`config.mk`:
```
export PLATFORM = sky130hd
export DESIGN_NAME = txq_serializer
export DESIGN_NICKNAME = d
export VERILOG_FILES = /design/src/rtl/txq_serializer.sv
export SDC_FILE = /design/constraint.sdc
export NUM_CORES = 1
export LEC_CHECK = 0
export BUFFER_PORTS_ARGS = -buffer_cell sky130_fd_sc_hd__clkbuf_2
export CAP_MARGIN = 40
export CELL_PAD_IN_SITES_DETAIL_PLACEMENT = 1
export CELL_PAD_IN_SITES_GLOBAL_PLACEMENT = 1
export CORE_AREA = 2 2 170 172
export DETAILED_ROUTE_END_ITERATION = 6
export DIE_AREA = 0 0 172 174
export PLACE_DENSITY_LB_ADDON = 0.2
export SLEW_MARGIN = 25
export SYNTH_ARGS = -nofsm -noshare
export SYNTH_HDL_FRONTEND = slang
export SYNTH_SLANG_ARGS = --single-unit
```
`constraint.sdc`:
```
create_clock -name clk -period 8.12 [get_ports clk]
set_input_delay 1.624 -clock clk [delete_from_list [all_inputs] [get_ports clk]]
set_output_delay 1.624 -clock clk [all_outputs]
set_load 0.05 [all_outputs]
```
`src/rtl/txq_serializer.sv`:
```
module txq_serializer #(
  parameter int DEPTH = 32,
  parameter int OVS   = 16
) (
  input  logic       clk,
  input  logic       rst_n,
  input  logic       wr_en,
  input  logic [7:0] wr_data,
  input  logic       tx_enable,
  input  logic       queue_en,
  input  logic       baud_tick,
  input  logic [1:0] word_len,
  input  logic [2:0] par_mode,
  input  logic       two_stop,
  input  logic       force_break,
  output logic       txd,
  output logic       busy,
  output logic       q_full,
  output logic       q_empty
);
  localparam int AW = $clog2(DEPTH);
  localparam int TW = $clog2(OVS);
  localparam int FW = 12;

  logic [7:0]    mem [DEPTH];
  logic [AW-1:0] wp, rp;
  logic [AW:0]   cnt;
  logic          active;
  logic [TW-1:0] tc;
  logic [3:0]    left;
  logic [FW-1:0] sh;
  logic [FW-1:0] frame;
  logic [3:0]    flen;
  logic [7:0]    dmask;
  logic          par_on, par_bit;
  int            nbits;

  assign q_empty = (cnt == '0);
  assign q_full  = (cnt == (AW+1)'(DEPTH));

  wire bit_end = active && baud_tick && (tc == TW'(OVS-1));
  wire fin     = bit_end && (left == 4'd1);
  wire start   = tx_enable && queue_en && !q_empty && (!active || fin);
  wire push    = wr_en && queue_en && !q_full;

  always_comb begin
    nbits = 5 + int'(word_len);
    dmask = mem[rp];
    for (int i = 0; i < 8; i++)
      if (i >= nbits) dmask[i] = 1'b0;
    par_on = (par_mode >= 3'd1) && (par_mode <= 3'd4);
    case (par_mode)
      3'd1:    par_bit = ^dmask;
      3'd2:    par_bit = ~^dmask;
      3'd3:    par_bit = 1'b1;
      default: par_bit = 1'b0;
    endcase
    frame    = '1;
    frame[0] = 1'b0;
    for (int i = 0; i < 8; i++)
      if (i < nbits) frame[1+i] = dmask[i];
    if (par_on) frame[1+nbits] = par_bit;
    flen = 4'(1 + nbits + (par_on ? 1 : 0) + (two_stop ? 2 : 1));
  end

  always_ff @(posedge clk)
    if (push) mem[wp] <= wr_data;

  always_ff @(posedge clk or negedge rst_n) begin
    if (!rst_n) begin
      wp  <= '0;
      rp  <= '0;
      cnt <= '0;
    end else if (!queue_en) begin
      rp  <= wp;
      cnt <= '0;
    end else begin
      if (push)  wp <= wp + 1'b1;
      if (start) rp <= rp + 1'b1;
      cnt <= cnt + (AW+1)'(push) - (AW+1)'(start);
    end
  end

  always_ff @(posedge clk or negedge rst_n) begin
    if (!rst_n) begin
      active <= 1'b0;
      tc     <= '0;
      left   <= '0;
      sh     <= '1;
    end else if (start) begin
      active <= 1'b1;
      tc     <= '0;
      left   <= flen;
      sh     <= frame;
    end else if (bit_end) begin
      tc   <= '0;
      sh   <= {1'b1, sh[FW-1:1]};
      left <= left - 4'd1;
      if (left == 4'd1) active <= 1'b0;
    end else if (active && baud_tick) begin
      tc <= tc + 1'b1;
    end
  end

  assign txd  = force_break ? 1'b0 : (active ? sh[0] : 1'b1);
  assign busy = active || !q_empty;


  no_overflow_chk: assert property (@(posedge clk) disable iff (!rst_n)
    (q_full && queue_en && !start) |=> q_full);


  busy_rise_chk: assert property (@(posedge clk) disable iff (!rst_n)
    (q_empty && wr_en && queue_en) |=> busy);


  busy_fall_chk: assert property (@(posedge clk) disable iff (!rst_n)
    $fell(busy) |-> (($past(active) && $past(left) == 4'd1) || !$past(queue_en)));


  flush_chk: assert property (@(posedge clk) disable iff (!rst_n)
    !queue_en |=> q_empty);


  hold_bit_chk: assert property (@(posedge clk) disable iff (!rst_n)
    (active && !baud_tick && !start) |=> $stable(sh));


  start_low_chk: assert property (@(posedge clk) disable iff (!rst_n)
    start |=> (active && !sh[0]));
endmodule

```
==> results of run 1 <==
[power groups by stage]
stage	clock network, W	logic, W	registers (W)
2_1_floorplan	0	0.00100	0.00185
3_3_place_gp	0	0.00123	0.00193
3_5_place_dp	0	0.00128	0.00194
4_1_cts	0.00137	0.00129	0.00191
5_1_grt	0.00143	0.00140	0.00193
6_report	0.00134	0.00128	0.00191
[cell usage after synthesis, types with 2 or more instances]
library cell	instances	area [um^2]
edfxtp_1	256	7690
nor2_1	54	203
mux4_2	52	1170
nand2_1	48	180
mux2i_1	31	310
ha_1	27	338
dfrtp_1	25	626
inv_1	25	93.8
xnor2_1	23	201
a21oi_1	22	110
clkbuf_1	22	82.6
nand3_1	16	80.1
dfstp_2	12	315
o21ai_0	9	45.0
o221ai_1	9	78.8
and3_1	8	50.1
and2_1	7	43.8
buf_4	7	52.6
nand4_1	7	43.8
xor2_1	7	61.3
a211oi_1	6	45.0
a22o_1	6	52.6
a22oi_1	6	45.0
nor2b_1	6	37.5
a31oi_1	4	25.0
buf_6	4	45.0
nand3b_1	4	30.0
a211o_1	3	26.3
buf_2	3	15.0
fa_1	3	60.1
mux4_1	3	78.8
o22ai_1	3	18.8
a32o_1	2	20.0
a32oi_1	2	17.5
buf_1	2	7.51
o211ai_1	2	15.0
o41ai_1	2	17.5
or3_1	2	12.5
[cell usage in the layout (no fill, tap or decap), types with 3 or more instances in the layout]
| master | instances |
|---|---|
| a211o_1 | 3 |
| a211oi_1 | 6 |
| a21oi_1 | 22 |
| a22o_1 | 6 |
| a22oi_1 | 6 |
| a31oi_1 | 4 |
| and2_1 | 7 |
| and3_1 | 8 |
| buf_4 | 26 |
| bufinv_16 | 3 |
| clkbuf_1 | 8 |
| clkbuf_16 | 31 |
| clkbuf_2 | 24 |
| clkbuf_4 | 3 |
| clkinv_1 | 8 |
| clkinv_2 | 4 |
| dfrtp_1 | 24 |
| dfstp_2 | 12 |
| edfxtp_1 | 256 |
| fa_1 | 3 |
| ha_1 | 27 |
| inv_1 | 25 |
| mux2i_1 | 31 |
| mux4_1 | 3 |
| mux4_2 | 52 |
| nand2_1 | 48 |
| nand3_1 | 16 |
| nand3b_1 | 4 |
| nand4_1 | 7 |
| nor2_1 | 54 |
| nor2b_1 | 6 |
| o21ai_0 | 9 |
| o221ai_1 | 9 |
| o22ai_1 | 3 |
| xnor2_1 | 23 |
| xor2_1 | 7 |
[per-stage QoR]
step	instance area (um^2)	utilization	setup slack [ps]	hold slack (ps)
finish	14100	0.499	2970	559
CTS	13900	0.492	2600	567
global placement	12900	0.457	2380	542
global route	14100	0.499	2570	589
floorplan	12500	-	3480	518
detailed placement	12900	0.458	2030	559
[worst max-delay path, cell delays in order]
cell and delay (ps):
clkbuf_2 140, and3_1 210, nand3_1 420, o41ai_1 500
nand2b_1 230, buf_6 220, inv_1 560, ha_1 250
inv_1 50, ha_1 200, fa_1 400, a21oi_1 200
nor2_1 80, or3_1 310, and3_1 190
[worst max path at each step]
stage	slack [ps]	endpoint	start
global route	2570	cnt[4]	baud_tick
floorplan	3480	cnt[4]	baud_tick
detailed placement	2030	cnt[4]	baud_tick
finish	2970	cnt[4]	baud_tick
CTS	2600	cnt[4]	baud_tick
global placement	2380	cnt[4]	baud_tick
[area by class of cell]
cell class / count / area [um^2]
clock buffer: 39 / 806
sequential: 293 / 8630
inverter: 26 / 97.6
clock inverter: 16 / 153
fill: 2744 / 14200
multi-input combinational: 388 / 3540
timing repair buffer: 57 / 379
tap: 384 / 480
[registers in the layout (all words and copies together), names as in the netlist]
signal  cells
cnt         6
left        4
rp          5
mem       256
tc          4
active      1
wp          5
sh         12
[cells by family (layout without fill, tap and decap cells)]
| group | count (synthesis) | count (layout) | synth area share |
|---|---|---|---|
| DFF | 293 | 293 | 0.692 |
| and+or+nand+nor | 161 | 161 | 0.0598 |
| muxes | 87 | 87 | 0.127 |
| AOI/OAI and AO/OA | 80 | 80 | 0.0440 |
| buffers and inverters | 64 | 138 | 0.0241 |
| adders and majority gates | 30 | 30 | 0.0319 |
| xor gates and xnor gates | 30 | 30 | 0.0211 |
[metal layers]
| metal | global-route usage | vias to the layer above |
|---|---|---|
| li1 | - | 2990 |
| met1 | 0.279 | 3510 |
| met2 | 0.317 | 174 |
| met3 | 0.0332 | 56 |
| met4 | 0.0581 | 0 |
| met5 | 0 | - |
==> summary.json, run 1 <==
{
  "status": {
    "outcome": "completed"
  },
  "routing": {
    "route.top_layer_used": "met4",
    "drt-vias-per-instance": 5.59,
    "met3_wirelength_from_detailed_routing_um": 1620,
    "initial_drc_count": 526,
    "post-route-drc-count": 0,
    "drt_pass1_iterations": 6,
    "met2_wl_post_dr_um": 14000,
    "routed-via-count": 6730,
    "final_antenna_net_count": 0,
    "avgRoutedWirePerCell_um": 23.9,
    "routed_wirelength_um": 28800,
    "wl_met1_um": 12400
  },
  "cts": {
    "tritoncts": "yes",
    "tritoncts_num_sinks": 293,
    "cts_buffer_count": 31,
    "cts.reportedPaths.clkPinSlew_ps": 60,
    "post_cts_resized": 0,
    "worst_skew_pair.late_latency_ps": 560,
    "max-clock-path-buffers": 3,
    "cts_hold_fix_bufs": 0,
    "cts_htree_levels": 1,
    "post_cts.repair.setup_buffers": 0,
    "clock_tree.root_cell": "clkbuf_16"
  },
  "yosys": {
    "syn_area_mm2": 0.0125,
    "ys_flop_type": "edfxtp_1",
    "ffs_latches_synth": 293,
    "synth_edf_count": 256,
    "postSynthNetCount": 796,
    "synth.distinct_cells": 53,
    "synthesis.yosys.warnings": 0,
    "synth.avg_cell_area_um2": 16.7,
    "synth-async-reset-ratio": 0.126,
    "synth_sequential_area_ratio": 0.692,
    "cells_after_synth": 745
  },
  "power_and_ir_drop": {
    "p_int_w": 0.00312,
    "vdd_drop_max_uv": 182,
    "share_clk_of_total_power": 0.296,
    "p_sw_w": 0.00141,
    "swShare": 0.311,
    "powerDensity_mw_per_mm2": 322,
    "p_total_w": 0.00454,
    "power.leakage_nw": 4.90,
    "combPwrFrac": 0.283,
    "seq_pwr_share": 0.421
  },
  "timing": {
    "finalSetupViolCount": 0,
    "final_period_minus_worst_setup_slack_ps": 5150,
    "report.final.slew_viol_count": 0,
    "fin_crit_sh": 0.634,
    "report.final.hold_viol_count": 0,
    "fmax_mhz": 194,
    "rsz0062_at_grt": "no",
    "timing.clock.skew_ps": 8.99,
    "max-slew-margin-rel": 0.448,
    "tns_ps": 0,
    "tightest_slew_ps": 824
  },
  "worst_setup_path": {
    "cp_data_arrival_time_ps": 5590,
    "regToRegSetupSlack_ps": 3620,
    "ff2ff_path_depth": 15,
    "crit_fanout": 23,
    "endpoint_kind": "flip-flop",
    "worst_r2r_startpoint": "tc[0]",
    "cp_data_required_time_ps": 8560,
    "critPathKind": "in -> reg",
    "r2r-end": "cnt[4]",
    "critPathLaunchType": "input pin"
  },
  "global_route": {
    "grtUsageTotal": 0.198,
    "number_of_global_route_vias_before_repair": 7044,
    "grt_overflow": 0,
    "wire_length_of_the_first_global_routing_pass_um": 43900,
    "grt_start_max_net_pins": 36,
    "antenna_violations_before_repair": 0
  },
  "placed_design": {
    "placement.io_buffers": 24,
    "place.gp.congestion": 0.792,
    "hpwlAfterDp_um": 18300,
    "placed_cells": 1122
  },
  "die": {
    "top_level_ports": 25,
    "initial_standard_cell_utilization_of_the_core": 0.441,
    "die_area_mm2": 0.0299,
    "num_rows": 62,
    "floorplan.die.width_um": 172,
    "die_h_um": 174,
    "core_outline_area_mm2": 0.0282
  },
  "cells_and_area": {
    "antennaDiodeCount": 0,
    "syn_to_final_growth_pct": 13.0,
    "final_layout_size_suffix_gt1_frac": 0.201,
    "finalNonFillerCells": 1203,
    "finalNetCount": 848
  },
  "worst_hold_path": {
    "hold_depth": 2,
    "hold_path_end": "tc[1]",
    "holdCritPathClass": "reg -> reg",
    "origin_of_the_worst_min_delay_path": "tc[1]"
  },
  "flow_run": {
    "max-cap-violations": 0
  }
}
Note: power is estimated with default switching activity, not from simulation.
==> run 2: changes to the inputs <==
clock period = 4.4 ns   (was 8.12 ns; I/O delays follow)
==> summary.json, run 2 (synthesis gave the netlist of run 1 again) <==
{
  "routing": {
    "final_antenna_net_count": 0,
    "routed_wirelength_um": 29900,
    "drt-vias-per-instance": 5.61,
    "drt_pass1_iterations": 4,
    "routed-via-count": 6778,
    "initial_drc_count": 496,
    "avgRoutedWirePerCell_um": 24.7,
    "post-route-drc-count": 0
  },
  "worst_setup_path": {
    "critPathLaunchType": "flip-flop",
    "r2r-end": "sh[7]",
    "endpoint_kind": "flip-flop",
    "cp_data_required_time_ps": 4870,
    "crit_fanout": 24,
    "critPathLaunch": "rp[0]",
    "critPathKind": "reg -> reg",
    "worst_path_most_repeated_cell": "xnor2_1",
    "ff2ff_path_depth": 11,
    "cp_data_arrival_time_ps": 4030,
    "max_stage_delay_ps": 760,
    "slowest_stage": "dfrtp_4",
    "worstPathCellList": "buf_12, buf_4, mux4_2, mux4_2, mux2i_4, xnor2_1, xnor2_1, xnor2_1, mux2i_1, buf_4, a41oi_1",
    "worst_r2r_startpoint": "rp[0]",
    "regToRegSetupSlack_ps": 830
  },
  "cts": {
    "cts_hold_fix_bufs": 0,
    "post_cts.repair.setup_buffers": 0,
    "cts.reportedPaths.clkPinSlew_ps": 60,
    "post_cts_resized": 0,
    "tritoncts": "yes",
    "max-clock-path-buffers": 3,
    "clock_tree.root_cell": "clkbuf_16",
    "tritoncts_num_sinks": 293,
    "cts_htree_levels": 1,
    "cts_buffer_count": 30,
    "worst_skew_pair.late_latency_ps": 560
  },
  "global_route": {
    "number_of_global_route_vias_before_repair": 7245,
    "grtUsageTotal": 0.206,
    "antenna_violations_before_repair": 0,
    "grt_start_max_net_pins": 33,
    "grt_overflow": 0,
    "wire_length_of_the_first_global_routing_pass_um": 45400
  },
  "cells_and_area": {
    "largest_reg_flops": 256,
    "syn_to_final_growth_pct": 13.8,
    "final_layout_size_suffix_gt1_frac": 0.207,
    "finalNetCount": 854,
    "layout_common_cells": "256 x edfxtp_1, 54 x nor2_1, 52 x mux4_2",
    "reg_top3": "mem (256), sh (12), cnt (6)",
    "antennaDiodeCount": 0,
    "finalNonFillerCells": 1209,
    "fillerInstances": 2713,
    "max_flop_register": "mem",
    "most_common_library_cell_in_the_layout_ignoring_fill_and_taps": "edfxtp_1"
  },
  "worst_hold_path": {
    "holdCritPathClass": "in -> async"
  },
  "status": {
    "outcome": "completed"
  },
  "die": {
    "core_outline_area_mm2": 0.0282,
    "die_area_mm2": 0.0299,
    "initial_standard_cell_utilization_of_the_core": 0.441,
    "top_level_ports": 25,
    "die_h_um": 174,
    "floorplan.die.width_um": 172,
    "num_rows": 62
  },
  "timing": {
    "report.final.slew_viol_count": 0,
    "timing.clock.skew_ps": 24.2,
    "max-slew-margin-rel": 0.448,
    "report.final.hold_viol_count": 0,
    "tightest_slew_ps": 826,
    "tns_ps": 0,
    "fin_crit_sh": 0.811,
    "layout_setup_ws_ps": 831,
    "final_period_minus_worst_setup_slack_ps": 3570,
    "rsz0062_at_grt": "no",
    "fmax_mhz": 280,
    "finalSetupViolCount": 0
  },
  "power_and_ir_drop": {
    "powerDensity_mw_per_mm2": 598,
    "power.leakage_nw": 4.94,
    "vdd_drop_max_uv": 359
  },
  "placed_design": {
    "placement.io_buffers": 24,
    "placed_cells": 1137,
    "place.gp.congestion": 0.807,
    "hpwlAfterDp_um": 19300,
    "pre_cts_slack_ps": 720
  },
  "flow_run": {
    "max-cap-violations": 0
  }
}
run 2: cell count changes in the layout (fill, tap and decap cells not counted), moves of 2 or more:
| cell | previous run | this run |
|---|---|---|
| buf_16 | 0 | 2 |
| buf_4 | 26 | 31 |
| clkbuf_1 | 8 | 13 |
| clkinv_1 | 8 | 3 |
| clkinv_2 | 4 | 2 |
run 2: area by class of cell:
| type | instances | area [um^2] | area share |
|---|---|---|---|
| sequential | 293 | 8630 | 0.608 |
| multi-input combinational | 388 | 3540 | 0.249 |
| timing repair buffer | 64 | 480 | 0.0339 |
| tap | 384 | 480 | 0.0339 |
| inverter | 26 | 97.6 | 0.00688 |
| clock buffer | 45 | 838 | 0.0591 |
| clock inverter | 9 | 123 | 0.00864 |
run 2: per-layer routing:
| metal | wire length (um) | part of all wire | track usage |
|---|---|---|---|
| met5 | 0 | 0 | 0 |
| met4 | 795 | 0.027 | 0.0550 |
| met1 | 13000 | 0.44 | 0.289 |
| met3 | 1450 | 0.048 | 0.0330 |
| met2 | 14600 | 0.49 | 0.337 |
run 2: where the power goes:
part / switching (W) / internal (W) / total, W / leakage (nW)
Clock: 0.00101 / 0.00148 / 0.00249 / 0.458
Sequential: 0.000279 / 0.00328 / 0.00356 / 2.74
Combinational: 0.00135 / 0.00108 / 0.00243 / 1.75
run 2: worst max path at each step:
stage | endpoint | slack [ps] | cells after the start
after floorplan | cnt[4] | 500 | 15
after global placement | sh[7] | 850 | 11
after CTS | sh[7] | 750 | 11
after detailed placement | cnt[4] | 720 | 14
final | sh[7] | 830 | 11
after global routing | sh[7] | 560 | 12
run 2: worst max-delay path, delay by kind of cell (launching register included):
family | cells | cell delay [ps]
mux | 4 | 1380
flops | 1 | 760
buf+inv | 3 | 660
xor+xnor | 3 | 500
compound gates | 1 | 130
run 2: metrics by stage:
step	power [W]	area, um^2	utilization	hold slack, ps
final	0.00848	14200	0.502	284
after global routing	0.00887	14200	0.502	317
after CTS	0.00856	14000	0.497	290
after detailed placement	0.00604	13100	0.463	565
after global placement	0.00594	13000	0.461	541
after floorplan	0.00526	12500	-	518
==> run 3: changes to the inputs <==
ABC_AREA = 1   (was default)
CORE_AREA = 2 2 176 178   (was 2 2 170 172)
DIE_AREA = 0 0 178 180   (was 0 0 172 174)
clock period = 2.9 ns   (was 4.4 ns; I/O delays follow)
==> summary.json, run 3 <==
{
  "cells_and_area": {
    "multiInputGateArea_mm2": 0.00431,
    "reg_top3": "mem (256), sh (12), cnt (6)",
    "most_common_library_cell_in_the_layout_ignoring_fill_and_taps": "nand2_1",
    "syn_to_final_growth_pct": 18.0,
    "max_flop_register": "mem",
    "largest_reg_flops": 256,
    "finalNetCount": 1472,
    "area.sequential_mm2": 0.00863,
    "antennaDiodeCount": 0,
    "final_layout_size_suffix_gt1_frac": 0.154,
    "fillerInstances": 3279,
    "layout_common_cells": "410 x nand2_1, 256 x edfxtp_1, 137 x nor2_1"
  },
  "timing": {
    "final_period_minus_worst_setup_slack_ps": 2790,
    "report.final.hold_viol_count": 0,
    "report.final.slew_viol_count": 0,
    "fin_crit_sh": 0.961,
    "worst_hold_slack_ps": 161,
    "timing.clock.skew_ps": 19.2,
    "fmax_mhz": 359,
    "tns_ps": 0,
    "max-slew-margin-rel": 0.456,
    "tightest_slew_ps": 816,
    "finalSetupViolCount": 0
  },
  "worst_setup_path": {
    "critPathKind": "reg -> reg",
    "worst_path_most_repeated_cell": "nand2_1",
    "critPathLaunchType": "flip-flop",
    "endpoint_kind": "flip-flop",
    "crit_fanout": 12,
    "timing.critical_path.max_delay_family": "simple AND/OR/NAND/NOR gates",
    "slowest_stage": "dfrtp_4",
    "cp_data_arrival_time_ps": 3220,
    "max_stage_delay_ps": 510,
    "cp_data_required_time_ps": 3340,
    "cp_num_buf_inv": 4,
    "worstPathCellList": "clkinv_8, buf_4, clkbuf_16, nand2_1, nand3_1, nand3_1, nand2_1, nor2_2, nor2_1, nor2_1, nand2_1, nand2_2, nand2_1, inv_1, nor2_4, nand2_2, nand3_2, nand3_4, nand3_1, nand2_1, o21ai_0"
  },
  "cts": {
    "max-clock-path-buffers": 3,
    "cts_buffer_count": 35,
    "tritoncts": "yes",
    "cts.reportedPaths.clkPinSlew_ps": 60,
    "tritoncts_num_sinks": 293,
    "clock_tree.root_cell": "clkbuf_16",
    "cts_htree_levels": 2,
    "worst_skew_pair.late_latency_ps": 520
  },
  "flow_run": {
    "max-cap-violations": 0
  },
  "global_route": {
    "grtUsageTotal": 0.239,
    "grt.busiest_layer": "met2",
    "number_of_global_route_vias_before_repair": 10246,
    "grt_start_max_net_pins": 91,
    "globalRouteMet3Util": 0.0355,
    "wire_length_of_the_first_global_routing_pass_um": 58700,
    "antenna_violations_before_repair": 0,
    "use_met2": 0.383,
    "grt_overflow": 0,
    "grt.met1_usage": 0.341
  },
  "routing": {
    "routed_wirelength_um": 38300,
    "final_antenna_net_count": 0,
    "avgRoutedWirePerCell_um": 20.8,
    "drt_pass1_iterations": 4,
    "drt-vias-per-instance": 5.31,
    "initial_drc_count": 706,
    "post-route-drc-count": 0,
    "routed-via-count": 9786
  },
  "yosys": {
    "post_synth_most_frequent_cells": "424 x nand2_1, 256 x edfxtp_1, 149 x nor2_1",
    "ys_flop_type": "edfxtp_1",
    "top_cells_by_area_in_the_synthesized_netlist": "edfxtp_1 57%, nand2_1 12%, nand3_1 5.1%, dfrtp_1 4.6%, nor2_1 4.2%",
    "syn_area_mm2": 0.0135,
    "yosys.area.top_type_share": 0.571,
    "cells_after_synth": 1344,
    "synth-async-reset-ratio": 0.126,
    "synthDominantAreaCellType": "edfxtp_1",
    "synthesis.yosys.warnings": 0,
    "synth_edf_count": 256,
    "synth.most_common_cell": "nand2_1",
    "synth_sequential_area_ratio": 0.641,
    "synth.distinct_cells": 37,
    "postSynthNetCount": 1395,
    "synth.avg_cell_area_um2": 10.0,
    "ffs_latches_synth": 293
  },
  "die": {
    "die_area_mm2": 0.0320,
    "num_rows": 64,
    "core_outline_area_mm2": 0.0302,
    "initial_standard_cell_utilization_of_the_core": 0.446,
    "floorplan.die.width_um": 178,
    "top_level_ports": 25,
    "die_h_um": 180
  },
  "placed_design": {
    "place.gp.congestion": 0.850,
    "placement.io_buffers": 24,
    "hpwlAfterDp_um": 23900
  },
  "power_and_ir_drop": {
    "powerDensity_mw_per_mm2": 913,
    "vdd_drop_max_uv": 589,
    "power.leakage_nw": 6.44
  },
  "worst_hold_path": {
    "holdCritPathClass": "in -> async"
  },
  "status": {
    "outcome": "completed"
  }
}
[run 3: metal layers]
metal	vias to the layer above	wire length (um)
li1	4636	-
met1	4923	17700
met2	176	18300
met3	51	1530
met4	0	864
met5	-	0
[run 3: repair_timing]
| item | in CTS | in global routing |
|---|---|---|
| setup buffers | 0 | 5 |
| setup endpoints to repair | 0 | 14 |
| gates resized for setup | 0 | 64 |
| hold buffers | 0 | 0 |
[run 3: layout make-up]
| type | instances | share of cell area |
|---|---|---|
| sequential | 293 | 0.543 |
| clock inverter | 19 | 0.0127 |
| clock buffer | 43 | 0.0584 |
| inverter | 110 | 0.0268 |
| tap | 396 | 0.0312 |
| multi-input combinational | 884 | 0.271 |
| timing repair buffer | 97 | 0.0563 |
[run 3: through the flow]
stage               setup slack (ps)  utilization  cells  power (W)  area [um^2]
finish                           113        0.526   1842     0.0145        15900
global route                   -51.1        0.526   1842     0.0153        15900
CTS                             21.9        0.512   1830     0.0140        15500
detailed placement              59.8        0.475   1768    0.00968        14300
global placement                 138        0.474   1767    0.00955        14300
floorplan                       12.1            -   1344    0.00820        13500
[run 3: cell families (layout without fill, tap and decap cells)]
group / after synthesis / in the layout / synth area share
xor+xnor: 13 / 13 / 0.00846
buf+inv: 167 / 269 / 0.0546
flops: 293 / 293 / 0.641
compound gates: 103 / 103 / 0.0413
fa+ha+maj: 30 / 30 / 0.0296
simple gates: 738 / 738 / 0.225
[run 3: final timing paths]
check | start | end | slack, ps | depth (start not counted)
worst max-delay path | rp[0] | sh[10] | 110 | 21
worst min-delay path | rst_n | sh[10] | 160 | 1
worst max register to register | rp[0] | sh[10] | 110 | 21
worst min register to register | sh[9] | sh[9] | 490 | 2
max in group asynchronous | rst_n | cnt[4] | 2340 | 3
min in group clk | wr_en | wp[0] | 460 | 4
[run 3: power by group]
part,switching (W),internal [W]
sequential,0.000238,0.00498
clock,0.00171,0.00263
combinational,0.00337,0.00157
total,0.00532,0.00918
